### src/rtl/burst_seq_pkg.sv
package burst_seq_pkg;
  localparam int OFF_W = 3;

  localparam logic [2:0] BL_2 = 3'b001;
  localparam logic [2:0] BL_4 = 3'b010;
  localparam logic [2:0] BL_8 = 3'b011;
  localparam logic [2:0] CL_2 = 3'b010;
  localparam logic [2:0] CL_25 = 3'b110;

  typedef enum logic [1:0] {
    CAS_NONE = 2'b00,
    CAS_2    = 2'b01,
    CAS_2P5  = 2'b10
  } cas_code_e;

  typedef struct packed {
    logic [2:0] bl;
    logic       bt;
    logic [2:0] cl;
  } mode_fields_t;
endpackage

### src/rtl/bcs_mode_reg.sv
module bcs_mode_reg
  import burst_seq_pkg::*;
#(
  parameter int ADDR_W = 13,
  parameter int BA_W   = 2
) (
  input  logic              clk_i,
  input  logic              rst_ni,
  input  logic              load_i,
  input  logic [BA_W-1:0]   ba_i,
  input  logic [ADDR_W-1:0] addr_i,
  output logic [OFF_W-1:0]  len_mask_o,
  output logic              bt_o,
  output logic              bl_ok_o,
  output logic              cl_ok_o,
  output cas_code_e         cas_code_o
);
  localparam int OP_LSB = 7;
  localparam int OP_W   = ADDR_W - OP_LSB;
  localparam logic [OP_W-1:0] OP_DLL = OP_W'(2);

  mode_fields_t mode_q;
  logic         op_ok, wr_en;

  assign op_ok = (addr_i[ADDR_W-1:OP_LSB] == '0) || (addr_i[ADDR_W-1:OP_LSB] == OP_DLL);
  assign wr_en = load_i && (ba_i == '0) && op_ok;

  always_ff @(posedge clk_i or negedge rst_ni) begin
    if (!rst_ni) mode_q <= '0;
    else if (wr_en) mode_q <= '{bl: addr_i[2:0], bt: addr_i[3], cl: addr_i[6:4]};
  end

  always_comb begin
    unique case (mode_q.bl)
      BL_2:    len_mask_o = 3'b001;
      BL_4:    len_mask_o = 3'b011;
      BL_8:    len_mask_o = 3'b111;
      default: len_mask_o = 3'b000;
    endcase
    unique case (mode_q.cl)
      CL_2:    cas_code_o = CAS_2;
      CL_25:   cas_code_o = CAS_2P5;
      default: cas_code_o = CAS_NONE;
    endcase
  end

  assign bt_o    = mode_q.bt;
  assign bl_ok_o = len_mask_o != '0;
  assign cl_ok_o = cas_code_o != CAS_NONE;


  mode_hold_chk: assert property (@(posedge clk_i) disable iff (!rst_ni)
    !(load_i && (ba_i == '0) && op_ok) |=> $stable(mode_q));
endmodule

### src/rtl/bcs_burst_ctrl.sv
module bcs_burst_ctrl
  import burst_seq_pkg::*;
#(
  parameter int COL_W = 10
) (
  input  logic             clk_i,
  input  logic             rst_ni,
  input  logic             cmd_start_i,
  input  logic [COL_W-1:0] cmd_col_i,
  input  logic             beat_adv_i,
  input  logic [OFF_W-1:0] len_mask_i,
  input  logic             bt_i,
  input  logic             bl_ok_i,
  input  logic             cl_ok_i,
  output logic             busy_o,
  output logic             last_o,
  output logic             err_o,
  output logic [COL_W-1:0] base_o,
  output logic [OFF_W-1:0] off_o,
  output logic [OFF_W-1:0] mask_o
);
  logic [OFF_W-1:0] idx_q, start_q, mask_q;
  logic             bt_q, busy_q, err_q;
  logic [COL_W-1:0] base_q;
  logic             accept, refuse;

  assign accept = cmd_start_i && !busy_q && bl_ok_i && cl_ok_i;
  assign refuse = cmd_start_i && !busy_q && !(bl_ok_i && cl_ok_i);
  assign last_o = busy_q && (idx_q == mask_q);

  always_ff @(posedge clk_i or negedge rst_ni) begin
    if (!rst_ni) begin
      busy_q  <= 1'b0;
      err_q   <= 1'b0;
      idx_q   <= '0;
      start_q <= '0;
      mask_q  <= '0;
      bt_q    <= 1'b0;
      base_q  <= '0;
    end else begin
      err_q <= refuse;
      if (accept) begin
        busy_q  <= 1'b1;
        idx_q   <= '0;
        start_q <= cmd_col_i[OFF_W-1:0] & len_mask_i;
        mask_q  <= len_mask_i;
        bt_q    <= bt_i;
        base_q  <= cmd_col_i;
      end else if (busy_q && beat_adv_i) begin
        if (last_o) busy_q <= 1'b0;
        idx_q <= idx_q + 1'b1;
      end
    end
  end

  // sequential wraps through the mask; interleaved flips start bits
  assign off_o  = (bt_q ? (start_q ^ idx_q) : (start_q + idx_q)) & mask_q;
  assign busy_o = busy_q;
  assign err_o  = err_q;
  assign base_o = base_q;
  assign mask_o = mask_q;


  last_drop_chk: assert property (@(posedge clk_i) disable iff (!rst_ni)
    last_o && beat_adv_i |=> !busy_o);

  err_no_beat_chk: assert property (@(posedge clk_i) disable iff (!rst_ni)
    err_o |-> !busy_o);

  busy_ignore_chk: assert property (@(posedge clk_i) disable iff (!rst_ni)
    busy_o && !beat_adv_i |=> busy_o && $stable(base_o));
endmodule

### src/rtl/bcs_col_gen.sv
module bcs_col_gen
  import burst_seq_pkg::*;
#(
  parameter int COL_W = 10
) (
  input  logic [COL_W-1:0] base_i,
  input  logic [OFF_W-1:0] off_i,
  input  logic [OFF_W-1:0] mask_i,
  output logic [COL_W-1:0] col_o
);
  for (genvar b = 0; b < COL_W; b++) begin : g_bit
    if (b < OFF_W) begin : g_low
      assign col_o[b] = mask_i[b] ? off_i[b] : base_i[b];
    end else begin : g_high
      assign col_o[b] = base_i[b];
    end
  end
endmodule

### src/rtl/burst_col_seq.sv
module burst_col_seq
  import burst_seq_pkg::*;
#(
  parameter int COL_W  = 10,
  parameter int ADDR_W = 13,
  parameter int BA_W   = 2
) (
  input  logic              clk_i,
  input  logic              rst_ni,
  input  logic              mode_load_i,
  input  logic [BA_W-1:0]   mode_ba_i,
  input  logic [ADDR_W-1:0] mode_addr_i,
  input  logic              cmd_start_i,
  input  logic [COL_W-1:0]  cmd_col_i,
  input  logic              beat_adv_i,
  output logic [COL_W-1:0]  col_o,
  output logic              beat_valid_o,
  output logic              last_beat_o,
  output logic [1:0]        cas_code_o,
  output logic              cmd_err_o
);
  logic [OFF_W-1:0] len_mask, off, act_mask;
  logic             bt, bl_ok, cl_ok;
  logic [COL_W-1:0] base;
  cas_code_e        cas;

  bcs_mode_reg #(.ADDR_W(ADDR_W), .BA_W(BA_W)) u_mode (
    .clk_i, .rst_ni,
    .load_i(mode_load_i), .ba_i(mode_ba_i), .addr_i(mode_addr_i),
    .len_mask_o(len_mask), .bt_o(bt), .bl_ok_o(bl_ok), .cl_ok_o(cl_ok),
    .cas_code_o(cas)
  );

  bcs_burst_ctrl #(.COL_W(COL_W)) u_ctrl (
    .clk_i, .rst_ni,
    .cmd_start_i, .cmd_col_i, .beat_adv_i,
    .len_mask_i(len_mask), .bt_i(bt), .bl_ok_i(bl_ok), .cl_ok_i(cl_ok),
    .busy_o(beat_valid_o), .last_o(last_beat_o), .err_o(cmd_err_o),
    .base_o(base), .off_o(off), .mask_o(act_mask)
  );

  bcs_col_gen #(.COL_W(COL_W)) u_col (
    .base_i(base), .off_i(off), .mask_i(act_mask), .col_o(col_o)
  );

  assign cas_code_o = cas;


  last_valid_chk: assert property (@(posedge clk_i) disable iff (!rst_ni)
    last_beat_o |-> beat_valid_o);

  stall_hold_chk: assert property (@(posedge clk_i) disable iff (!rst_ni)
    beat_valid_o && !beat_adv_i |=> beat_valid_o && $stable(col_o));

  upper_fixed_chk: assert property (@(posedge clk_i) disable iff (!rst_ni)
    beat_valid_o && beat_adv_i && !last_beat_o |=>
      col_o[COL_W-1:OFF_W] == $past(col_o[COL_W-1:OFF_W]));
endmodule

### config.mk
export PLATFORM = sky130hd
export DESIGN_NAME = burst_col_seq
export DESIGN_NICKNAME = d
export VERILOG_FILES = /design/src/rtl/burst_seq_pkg.sv /design/src/rtl/bcs_mode_reg.sv /design/src/rtl/bcs_burst_ctrl.sv /design/src/rtl/bcs_col_gen.sv /design/src/rtl/burst_col_seq.sv
export SDC_FILE = /design/constraint.sdc
export NUM_CORES = 1
export LEC_CHECK = 0
export CORE_ASPECT_RATIO = 2
export CORE_MARGIN = 5
export CORE_UTILIZATION = 49
export CTS_BUF_LIST = sky130_fd_sc_hd__clkbuf_8 sky130_fd_sc_hd__clkbuf_16
export DETAILED_ROUTE_END_ITERATION = 6
export PLACE_DENSITY = 0.87
export REMOVE_ABC_BUFFERS = 1
export SYNTH_ARGS = -nofsm -noshare
export SYNTH_HDL_FRONTEND = slang
export SYNTH_SLANG_ARGS = --single-unit
### constraint.sdc
create_clock -name clk_i -period 3.27 [get_ports clk_i]
set_input_delay 0.654 -clock clk_i [delete_from_list [all_inputs] [get_ports clk_i]]
set_output_delay 0.654 -clock clk_i [all_outputs]
set_load 0.02 [all_outputs]
======== Word level (Yosys, flattened, before mapping) ========
Index checks and enable logic that the tools add are counted.
storage, ports and cells
  bits in registers ....................... 29
  bits of input ports ..................... 30
  output and inout bits ................... 15
  word-level logic and storage cells ...... 52
cells by class
  add/sub/neg operators ................... 2
  equality and inequality tests ........... 7
  muxes and demuxes ....................... 11
  bitwise logic cells ..................... 3
  reduce and logical (&&, ||, !) cells .... 19
operator list
  operator               number
  $eq A3 B2 Y1 const B   3
  $logic_and A1 B1 Y1    9
  $mux W3                3
  $pmux W3 S3            1
  $and A3 B3 Y3          2
  $eq A6 B2 Y1 const B   1
  $logic_not A6 Y1       1
  $mux W1                6
  $reduce_bool A2 Y1     3
  $pmux W2 S2            1
  $add A3 B1 Y3 const B  1
  $add A3 B3 Y3          1
  $eq A3 B1 Y1 const B   1
  $eq A3 B3 Y1           1
  $eq A3 B3 Y1 const B   1
  $reduce_bool A3 Y1     1
  $xor A3 B3 Y3          1
  $logic_not A1 Y1       2
  $logic_not A2 Y1       1
  $reduce_and A2 Y1      1
  $logic_or A1 B1 Y1     1

======== Depth between registers and ports, before layout ========
Gate-level depths: netlist of run 1.
  depth in word-level cells ............... 7
  mapped depth ............................ 5
  gate-level depth less buffers ........... 5

======== Hierarchy ========
A second synthesis of run 1 with hierarchy kept.
second synthesis, totals
  cells, all modules ...................... 119
  area total of the unflattened synthesis .. 1473.9 sq um
by module, submodules not included
  module          instances  cells an instance  area each (sq um)  sequential area each (sq um)
  bcs_burst_ctrl  1          84                 1028.5             550.5
  bcs_mode_reg    1          25                 347.8              175.2
  bcs_col_gen     1          10                 97.6               0.0

======== Worst setup path before layout of run 1 ========
No wires, ideal clock.
  path type ............................... register -> output
  start point ............................. register u_ctrl.idx_q[0]
  end point ............................... output port col_o[2]
  data arrival time ....................... 1501 ps
  required time ........................... 2616 ps
  path slack .............................. 1115 ps
  stages on the path, launching flop included .. 6
  buffers on the path ..................... 0
  path through ............................ dfrtp_1 > ha_1 > fa_1 > nor2b_1 > xnor2_1 > mux2_2
between the ends
  cells in the longest elaborated chain, start to end .. 4
RTL lines
  what                    line                  source
  from (decl)             bcs_burst_ctrl.sv:22  logic [OFF_W-1:0] idx_q, start_q, mask_q;
  from (signal assigned)  bcs_burst_ctrl.sv:51  idx_q <= idx_q + 1'b1;
  $add A3 B3 Y3           bcs_burst_ctrl.sv:57  assign off_o = (bt_q ? (start_q ^ idx_q) : (start_q + idx_q)) & mask_q;
  $mux W3                 bcs_burst_ctrl.sv:57
  $and A3 B3 Y3           bcs_burst_ctrl.sv:57
  $mux W1                 bcs_col_gen.sv:13     assign col_o[b] = mask_i[b] ? off_i[b] : base_i[b];
  to (decl)               burst_col_seq.sv:16   output logic [COL_W-1:0] col_o,
No other way between the ends.

======== Worst setup path after layout of run 1 ========
Same ends and word-level chain as after synthesis.

==> results.sh, run 1 <==
export IMPL_outcome="completed"
export IMPL_antenna_found_initial=0
export IMPL_finalCritPeriodShare_pct=92.1
export IMPL_slew_viol_final=0
export IMPL_h_tree_depth=2
export IMPL_min_path_type="reg -> reg"
export IMPL_routed_via_density=5.23
export IMPL_utilization_pct=67.0
export IMPL_maxSlewHeadroom_pct=75.9
export IMPL_synth_area_leader_cell="dfrtp_1"
export IMPL_chipWidth_um=48.6
export IMPL_synth_edff_count=0
export IMPL_root_buffer="clkbuf_8"
export IMPL_syn_area_um2=1460
export IMPL_max_vdd_ir_drop_v=0.000302
export IMPL_die_h_um=87.3
export IMPL_path_max_fanout=4
export IMPL_grt_pass1_vias=1035
export IMPL_syn2layout_area_growth_pct=33.3
export IMPL_power_leakage_nw=0.897
export IMPL_hp_start="u_ctrl.base_o[8]"
export IMPL_grt_first_pass_wirelength_um=4900
export IMPL_reg2reg_depth=4
export IMPL_yosysWarnings=0
export IMPL_synth_top_family_by_area="multiplexers"
export IMPL_synth_xor_area_share_pct=4.19
export IMPL_rows=28
export IMPL_syn_inst=105
export IMPL_clock_latency_ns=0.28
export IMPL_max_slew_worst_pin_slew_ns=0.361
export IMPL_ys_async_sr_fraction_pct=100
export IMPL_synth_distinct_cells=29
export IMPL_drt_first_iter_violations=3
export IMPL_powerDensity_nw_per_um2=465
export IMPL_core_area_um2=2910
export IMPL_dr_pass1_iters=4
export IMPL_cts_tree="done"
export IMPL_die_area_um2=4240
export IMPL_synth_simple_gate_area_share_pct=11.3
export IMPL_dp_hpwl_um=2320
export IMPL_stdcell_area_um2=1950
export IMPL_syn_avg_cell_area_um2=13.9
export IMPL_routedWlPerCell_um=16.4
export IMPL_grt_usage_pct=15.5
export IMPL_cp_arrival_ns=2.36
export IMPL_reg2reg_to="u_ctrl.base_o[8]"
export IMPL_routabilityCongestion=0.829
export IMPL_worst_slack_ns=0.259
export IMPL_synthDominantCellAreaShare_pct=49.6
export IMPL_ctsResizeCount=0
export IMPL_crit_path_start_kind="register"
export IMPL_grt_max_degree=30
export IMPL_hold_end="u_ctrl.base_o[8]"
export IMPL_io_buffers=43
export IMPL_antenna_left=0
export IMPL_synthFlopType="dfrtp_1"
export IMPL_final_setup_tns_ns=0
export IMPL_hold_buffers=0
export IMPL_hold_depth=1
export IMPL_cts_inserted_buffers=5
export IMPL_initial_core_util_pct=50.3
export IMPL_end_kind="output port"
export IMPL_wl_um=2930
export IMPL_cts_sinks=29
export IMPL_muxShareOfSynthArea_pct=23.8
export IMPL_drive_gt1_share_pct=26.8
export IMPL_fin_nets=182
export IMPL_fmax_ghz=0.332
export IMPL_cp_data_required_time_ns=2.62
export IMPL_io_pins=45
export IMPL_grt_remaining_overflow=0
export IMPL_critPathKind="reg -> out"
export IMPL_post_route_drc_count=0
export IMPL_ys_seq_elements=29
export IMPL_synth_compound_area_share_pct=1.28
export IMPL_clkTransAtPathRegs_ns=0.06
export IMPL_post_cts_buffers=0
export IMPL_diodes=0
export IMPL_synth_area_leaders="dfrtp_1 (50%), mux2_4 (15%), mux2_2 (7.7%)"
export IMPL_clk_path_buf_depth=2
export IMPL_whs_ns=0.509
export IMPL_vias=936
export IMPL_rsz0062_at_grt="false"
export IMPL_hold_violations=0
export IMPL_reg2reg_slack_ns=1.60
export IMPL_period_minus_slack_ns=3.01
export IMPL_setup_viol=0
export IMPL_place_area_um2=1870
export IMPL_dp_slack_ns=0.553
export IMPL_maxCapViolations=0
export IMPL_synth_adder_area_share_pct=3.93
export IMPL_fin_skew_ns=0.00383
export IMPL_yosysSeqAreaShare_pct=49.6
export IMPL_rr_startpoint="u_ctrl.busy_o"
-- critical path, stage by stage (launching register included) --
cell and delay, ns:
dfrtp_1 0.43, ha_1 0.21, fa_1 0.36, nor2b_1 0.16, xnor2_1 0.12, mux2_2 0.26, clkdlybuf4s50_1 0.54
-- flip-flops by register name, indices dropped and copies added (netlist names) --
name / count
u_ctrl.base_o: 10
u_mode.mode_q: 6
u_ctrl.idx_q: 3
u_ctrl.mask_o: 3
u_ctrl.start_q: 3
u_ctrl.bt_q: 1
u_ctrl.busy_o: 1
u_ctrl.err_o: 1
u_mode.bt_o: 1
-- per-stage QoR --
step	total power, W	instances
2_1_floorplan	0.000537	96
3_3_place_gp	0.000628	171
3_5_place_dp	0.000637	171
4_1_cts	0.000918	179
5_1_grt	0.000955	179
6_report	0.000906	179
-- metal layers --
metal | share of wire [%] | GRT usage [%] | up-vias
li1 | - | - | 440
met4 | 2.7 | 10.5 | 0
met3 | 5.7 | 5.49 | 7
met5 | 0 | 0 | -
met1 | 32 | 14.3 | 463
met2 | 59 | 27.5 | 26
-- cell usage in the layout (no fill, tap or decap), drive strengths merged --
cell type / count
nor2: 7
clkinv: 2
or2: 1
nor3: 1
xor2: 5
o41ai: 1
buf: 2
mux2i: 1
nor2b: 1
nand3: 2
nor4b: 2
xnor2: 2
nand2: 3
clkdlybuf4s50: 43
and3b: 2
nor4: 2
a21oi: 2
nand2b: 3
clkbuf: 5
fa: 1
dfrtp: 29
and2: 1
ha: 3
inv: 3
mux2: 25
-- synth_stat cells (all sizes together), types with 2 or more instances --
cell     n
nor4b    2
and3b    2
inv      2
nor4     2
nor2     7
nand2b   3
nand2    3
xor2     5
nand3    2
buf      9
xnor2    2
ha       3
a21oi    2
mux2    25
dfrtp   29
-- cell families (layout without fill, tap and decap cells) --
logic type	after synthesis	count (layout)
AND/OR/NAND/NOR	25	25
multiplexers	26	26
buffers and inverters	11	55
AO/OA/AOI/OAI	3	3
adder cells (fa/ha/maj)	4	4
XOR/XNOR	7	7
flip-flops	29	29
-- cell type report --
cell class	instances	area, µm²
fill	223	958
inverter	2	7.51
tap	30	37.5
clock inverter	3	13.8
timing repair buffer	45	445
clock buffer	5	68.8
multi-input combinational	65	651
sequential	29	726
-- how the worst max path moves through the flow --
stage | startpoint | end | cells past startpoint
after global placement | u_ctrl.idx_q[0] | col_o[2] | 6
after global routing | u_ctrl.idx_q[0] | col_o[2] | 6
after CTS | u_ctrl.idx_q[0] | col_o[2] | 6
after floorplan | cmd_start_i | u_ctrl.base_o[8] | 3
final | u_ctrl.idx_q[0] | col_o[2] | 6
after detailed placement | u_ctrl.idx_q[0] | col_o[2] | 6
-- power breakdown --
part / switching [W] / internal, W / leakage (nW)
Sequential: 0.0000362 / 0.000391 / 0.383
Combinational: 0.0000863 / 0.000115 / 0.465
Clock: 0.000133 / 0.000144 / 0.0491
Note: power is estimated with default switching activity, not from simulation.
==> inputs of run 2 (changes only) <==
--- a/config.mk
+++ b/config.mk
@@ -10,7 +10,7 @@
 export CORE_UTILIZATION = 49
 export CTS_BUF_LIST = sky130_fd_sc_hd__clkbuf_8 sky130_fd_sc_hd__clkbuf_16
 export DETAILED_ROUTE_END_ITERATION = 6
-export PLACE_DENSITY = 0.87
+export PLACE_DENSITY = 0.84
 export REMOVE_ABC_BUFFERS = 1
 export SYNTH_ARGS = -nofsm -noshare
 export SYNTH_HDL_FRONTEND = slang
==> run 2 against run 1 <==
Against the previous run:
- global-route usage is 0.46 points lower
- wire length is 0.38% lower
- hold slack worse by 0.0038 ns
- critical path type unchanged
- highest routed layer unchanged
==> results.sh, run 2 (synthesized netlist as in run 1, its figures left out) <==
export IMPL_drive_gt1_share_pct=26.4
export IMPL_io_pins=45
export IMPL_antenna_left=0
export IMPL_slowest_stage="clkdlybuf4s50_1"
export IMPL_hold_violations=0
export IMPL_dr_pass1_iters=4
export IMPL_powerDensity_nw_per_um2=470
export IMPL_critPathBufInv=1
export IMPL_crit_chain="ha_1, fa_1, nor2b_1, xnor2_1, mux2_2, clkdlybuf4s50_1"
export IMPL_cts_tree="done"
export IMPL_end_kind="output port"
export IMPL_post_cts_buffers=0
export IMPL_routed_via_density=5.19
export IMPL_finalCritPeriodShare_pct=91.6
export IMPL_routabilityCongestion=0.753
export IMPL_largest_reg_flops=10
export IMPL_wl_um=2920
export IMPL_final_common_cell="clkdlybuf4s50_1"
export IMPL_rsz0062_at_grt="false"
export IMPL_min_path_type="reg -> reg"
export IMPL_cts_sinks=29
export IMPL_clk_path_buf_depth=2
export IMPL_cp_arrival_ns=2.34
export IMPL_utilization_pct=67.2
export IMPL_dp_slack_ns=0.562
export IMPL_cp_data_required_time_ns=2.62
export IMPL_post_route_drc_count=0
export IMPL_power_leakage_nw=0.896
export IMPL_setup_viol=0
export IMPL_slew_viol_final=0
export IMPL_outcome="completed"
export IMPL_grt_usage_pct=15.0
export IMPL_core_area_um2=2910
export IMPL_die_h_um=87.3
export IMPL_root_buffer="clkbuf_8"
export IMPL_layoutNonFillerInstCount=178
export IMPL_vias=923
export IMPL_final_setup_tns_ns=0
export IMPL_place_inst=171
export IMPL_fin_nets=182
export IMPL_die_area_um2=4240
export IMPL_maxSlewHeadroom_pct=75.3
export IMPL_grt_max_degree=30
export IMPL_cp_top_family="adder cells"
export IMPL_cts_inserted_buffers=5
export IMPL_initial_core_util_pct=50.3
export IMPL_cp_slowest_stage_delay_ns=0.54
export IMPL_drt_first_iter_violations=15
export IMPL_path_max_fanout=4
export IMPL_h_tree_depth=2
export IMPL_ctsResizeCount=0
export IMPL_worst_slack_ns=0.273
export IMPL_critPathKind="reg -> out"
export IMPL_fin_skew_ns=0.00314
export IMPL_chipWidth_um=48.6
export IMPL_fill_cells=222
export IMPL_crit_path_start_kind="register"
export IMPL_max_slew_worst_pin_slew_ns=0.370
export IMPL_io_buffers=43
export IMPL_mostFrequentLayoutCells="clkdlybuf4s50_1 (43), dfrtp_1 (29), mux2_4 (15), mux2_2 (10), nor2_1 (7)"
export IMPL_grt_pass1_vias=1129
export IMPL_dp_hpwl_um=2310
export IMPL_grt_remaining_overflow=0
export IMPL_period_minus_slack_ns=3.00
export IMPL_max_vdd_ir_drop_v=0.000361
export IMPL_antenna_found_initial=0
export IMPL_clkTransAtPathRegs_ns=0.06
export IMPL_maxCapViolations=0
export IMPL_syn2layout_area_growth_pct=33.5
export IMPL_diodes=0
export IMPL_whs_ns=0.505
export IMPL_clock_latency_ns=0.28
export IMPL_grt_first_pass_wirelength_um=4820
export IMPL_routedWlPerCell_um=16.4
export IMPL_hold_buffers=0
export IMPL_rows=28
export IMPL_fmax_ghz=0.334
-- run 2: changes by cell type in the layout (fill, tap and decap cells not counted), sizes merged --
cell	previous run	this run
clkbuf	5	6
clkinv	2	0
-- run 2: layout make-up --
type / count / area (µm²) / area share, %
Clock buffer: 6 / 82.6 / 4.23
Clock inverter: 1 / 3.75 / 0.192
Inverter: 2 / 7.51 / 0.384
Multi-Input combinational cell: 65 / 651 / 33.3
Sequential cell: 29 / 726 / 37.2
Tap cell: 30 / 37.5 / 1.92
Timing Repair Buffer: 45 / 445 / 22.8
-- run 2: stage by stage --
step	total power (W)	area, µm²
after detailed placement	0.000641	1870
after global routing	0.000970	1950
final	0.000917	1950
after floorplan	0.000537	1380
after global placement	0.000628	1870
after CTS	0.000933	1950
-- run 2: worst register-to-register path: stages, from the launching register on --
cell	delay, ns
dfrtp_1	0.43
nand2b_2	0.23
nor4_4	0.13
buf_4	0.36
mux2_2	0.38
-- run 2: power by group --
group	switching (W)	internal, W
Sequential	0.0000373	0.000392
Clock	0.000123	0.000163
Combinational	0.0000874	0.000115
Total	0.000248	0.000669
-- run 2: path summary, 6_finish.rpt --
path	cells after the start	slack, ns	end	start
max in group asynchronous	2	2.24	u_mode.mode_q[4]	rst_ni
worst max register to register	4	1.63	u_ctrl.base_o[8]	u_ctrl.busy_o
worst max-delay path	6	0.27	col_o[2]	u_ctrl.idx_q[0]
min in group asynchronous	2	0.75	u_ctrl.base_o[6]	rst_ni
worst min register to register	1	0.51	u_ctrl.base_o[8]	u_ctrl.base_o[8]
worst min-delay path	1	0.51	u_ctrl.base_o[8]	u_ctrl.base_o[8]
-- run 2: routing by layer --
metal,track usage [%],wire [µm],up-vias
met5,0,0,-
met3,5.49,175,4
met2,27.7,1680,34
li1,-,-,439
met1,13.8,1010,446
met4,8.09,59,0
==> inputs of run 3 (changes only) <==
--- a/config.mk
+++ b/config.mk
@@ -5,7 +5,6 @@
 export SDC_FILE = /design/constraint.sdc
 export NUM_CORES = 1
 export LEC_CHECK = 0
-export CORE_ASPECT_RATIO = 2
 export CORE_MARGIN = 5
 export CORE_UTILIZATION = 49
 export CTS_BUF_LIST = sky130_fd_sc_hd__clkbuf_8 sky130_fd_sc_hd__clkbuf_16
==> run 3 against run 2 <==
Against the previous run:
- combinational power barely moved
- final cell count rose by 1.1%
- utilization rose by 3.0 points
- power rose by 4.2%
- worst setup slack got worse by 0.033 ns
- hold slack barely moved
- first-iteration DRC count rose by 60%
- largest cell class unchanged
- critical path depth did not move
- register-to-register slack barely moved
==> results.sh, run 3 (synthesized netlist as in run 1, its figures left out) <==
export IMPL_reg2reg_slack_ns=1.63
export IMPL_finalCritPeriodShare_pct=92.7
export IMPL_post_cts_buffers=0
export IMPL_grt_first_pass_wirelength_um=5130
export IMPL_maxSlewHeadroom_pct=76.1
export IMPL_routed_via_density=5.26
export IMPL_cp_data_required_time_ns=2.62
export IMPL_reg2reg_depth=4
export IMPL_powerDensity_nw_per_um2=485
export IMPL_cts_inserted_buffers=5
export IMPL_routabilityCongestion=0.698
export IMPL_grt_remaining_overflow=0
export IMPL_hold_depth=1
export IMPL_min_path_type="reg -> reg"
export IMPL_final_setup_tns_ns=0
export IMPL_outcome="completed"
export IMPL_hp_start="u_mode.mode_q[0]"
export IMPL_die_h_um=64.6
export IMPL_max_vdd_ir_drop_v=0.000431
export IMPL_crit_path_start_kind="register"
export IMPL_syn2layout_area_growth_pct=34.6
export IMPL_max_slew_worst_pin_slew_ns=0.358
export IMPL_die_area_um2=4180
export IMPL_clock_latency_ns=0.28
export IMPL_diodes=0
export IMPL_grt_usage_pct=16.4
export IMPL_place_area_um2=1870
export IMPL_root_buffer="clkbuf_8"
export IMPL_maxCapViolations=0
export IMPL_grtUsageMet1_pct=16.3
export IMPL_drive_gt1_share_pct=27.5
export IMPL_mostFrequentLayoutCells="clkdlybuf4s50_1 (43), dfrtp_1 (29), mux2_4 (15), mux2_2 (10)"
export IMPL_cts_sinks=29
export IMPL_largest_reg_flops=10
export IMPL_slew_viol_final=0
export IMPL_setup_viol=0
export IMPL_routedWlPerCell_um=16.6
export IMPL_end_kind="output port"
export IMPL_grt_pass1_vias=1102
export IMPL_critPathKind="reg -> out"
export IMPL_dr_pass1_iters=4
export IMPL_ctsResizeCount=0
export IMPL_grt_met3_usage_pct=6.74
export IMPL_io_pins=45
export IMPL_antenna_left=0
export IMPL_power_leakage_nw=0.902
export IMPL_grt_busiest_layer="met2"
export IMPL_core_area_um2=2810
export IMPL_hold_buffers=0
export IMPL_rsz0062_at_grt="false"
export IMPL_final_common_cell="clkdlybuf4s50_1"
export IMPL_drt_first_iter_violations=24
export IMPL_rr_startpoint="u_ctrl.busy_o"
export IMPL_wl_um=2990
export IMPL_h_tree_depth=2
export IMPL_total_power_w=0.000956
export IMPL_clkTransAtPathRegs_ns=0.06
export IMPL_rows=19
export IMPL_stdcell_area_um2=1970
export IMPL_path_max_fanout=4
export IMPL_vias=946
export IMPL_period_minus_slack_ns=3.03
export IMPL_post_route_drc_count=0
export IMPL_fin_skew_ns=0.00765
export IMPL_initial_core_util_pct=52.1
export IMPL_hold_violations=0
export IMPL_hold_end="u_mode.mode_q[0]"
export IMPL_reg2reg_to="u_ctrl.base_o[8]"
export IMPL_fin_nets=182
export IMPL_io_buffers=43
export IMPL_grt_max_degree=30
export IMPL_dp_hpwl_um=2270
export IMPL_chipWidth_um=64.6
export IMPL_cp_arrival_ns=2.38
export IMPL_grt_use_met2_pct=30.3
export IMPL_whs_ns=0.505
export IMPL_fmax_ghz=0.330
export IMPL_cts_tree="done"
export IMPL_antenna_found_initial=0
export IMPL_clk_path_buf_depth=2
[run 3: changes by cell type in the layout (fill, tap and decap cells not counted), sizes merged]
| cell | previous run | this run |
|---|---|---|
| clkinv | 0 | 1 |
| inv | 3 | 2 |
| clkbuf | 6 | 7 |
[run 3: how the worst max path moves through the flow]
stage                             endpoint  slack [ns]  cells past startpoint       startpoint
after CTS                         col_o[2]        0.21                      6  u_ctrl.idx_q[0]
after floorplan           u_ctrl.base_o[8]        1.08                      3      cmd_start_i
after global placement            col_o[2]        0.57                      6  u_ctrl.idx_q[0]
final                             col_o[2]        0.24                      6  u_ctrl.idx_q[0]
after global routing              col_o[2]        0.14                      6  u_ctrl.idx_q[0]
after detailed placement          col_o[2]        0.54                      6  u_ctrl.idx_q[0]
[run 3: final cells by class]
type | count | area [µm²]
Fill cell | 201 | 836
Sequential cell | 29 | 726
Multi-Input combinational cell | 65 | 651
Timing Repair Buffer | 45 | 445
Clock buffer | 7 | 96.3
Tap cell | 31 | 38.8
Inverter | 2 | 7.51
Clock inverter | 1 | 5.00
[run 3: report_power, final]
part	switching, W	internal [W]	total, W
sequential	0.0000392	0.000391	0.000431
clock	0.000135	0.000190	0.000325
combinational	0.0000856	0.000115	0.000201
[run 3: stage by stage]
step	setup WS [ns]	utilization [%]	std cells
6_report	0.240	70.2	180
3_3_place_gp	0.570	66.6	172
3_5_place_dp	0.536	66.6	172
2_1_floorplan	1.08	-	96
4_1_cts	0.214	70.2	180
5_1_grt	0.136	70.2	180
[run 3: layer usage]
layer | routed length [µm] | vias up
li1 | - | 441
met1 | 1110 | 474
met2 | 1660 | 27
met3 | 181 | 4
met4 | 38 | 0
met5 | 0 | -
[run 3: worst max-delay path: stages (launching register included)]
cell and delay, ns:
dfrtp_1 0.44, ha_1 0.23, fa_1 0.35, nor2b_1 0.14, xnor2_1 0.13, mux2_2 0.27
clkdlybuf4s50_1 0.54
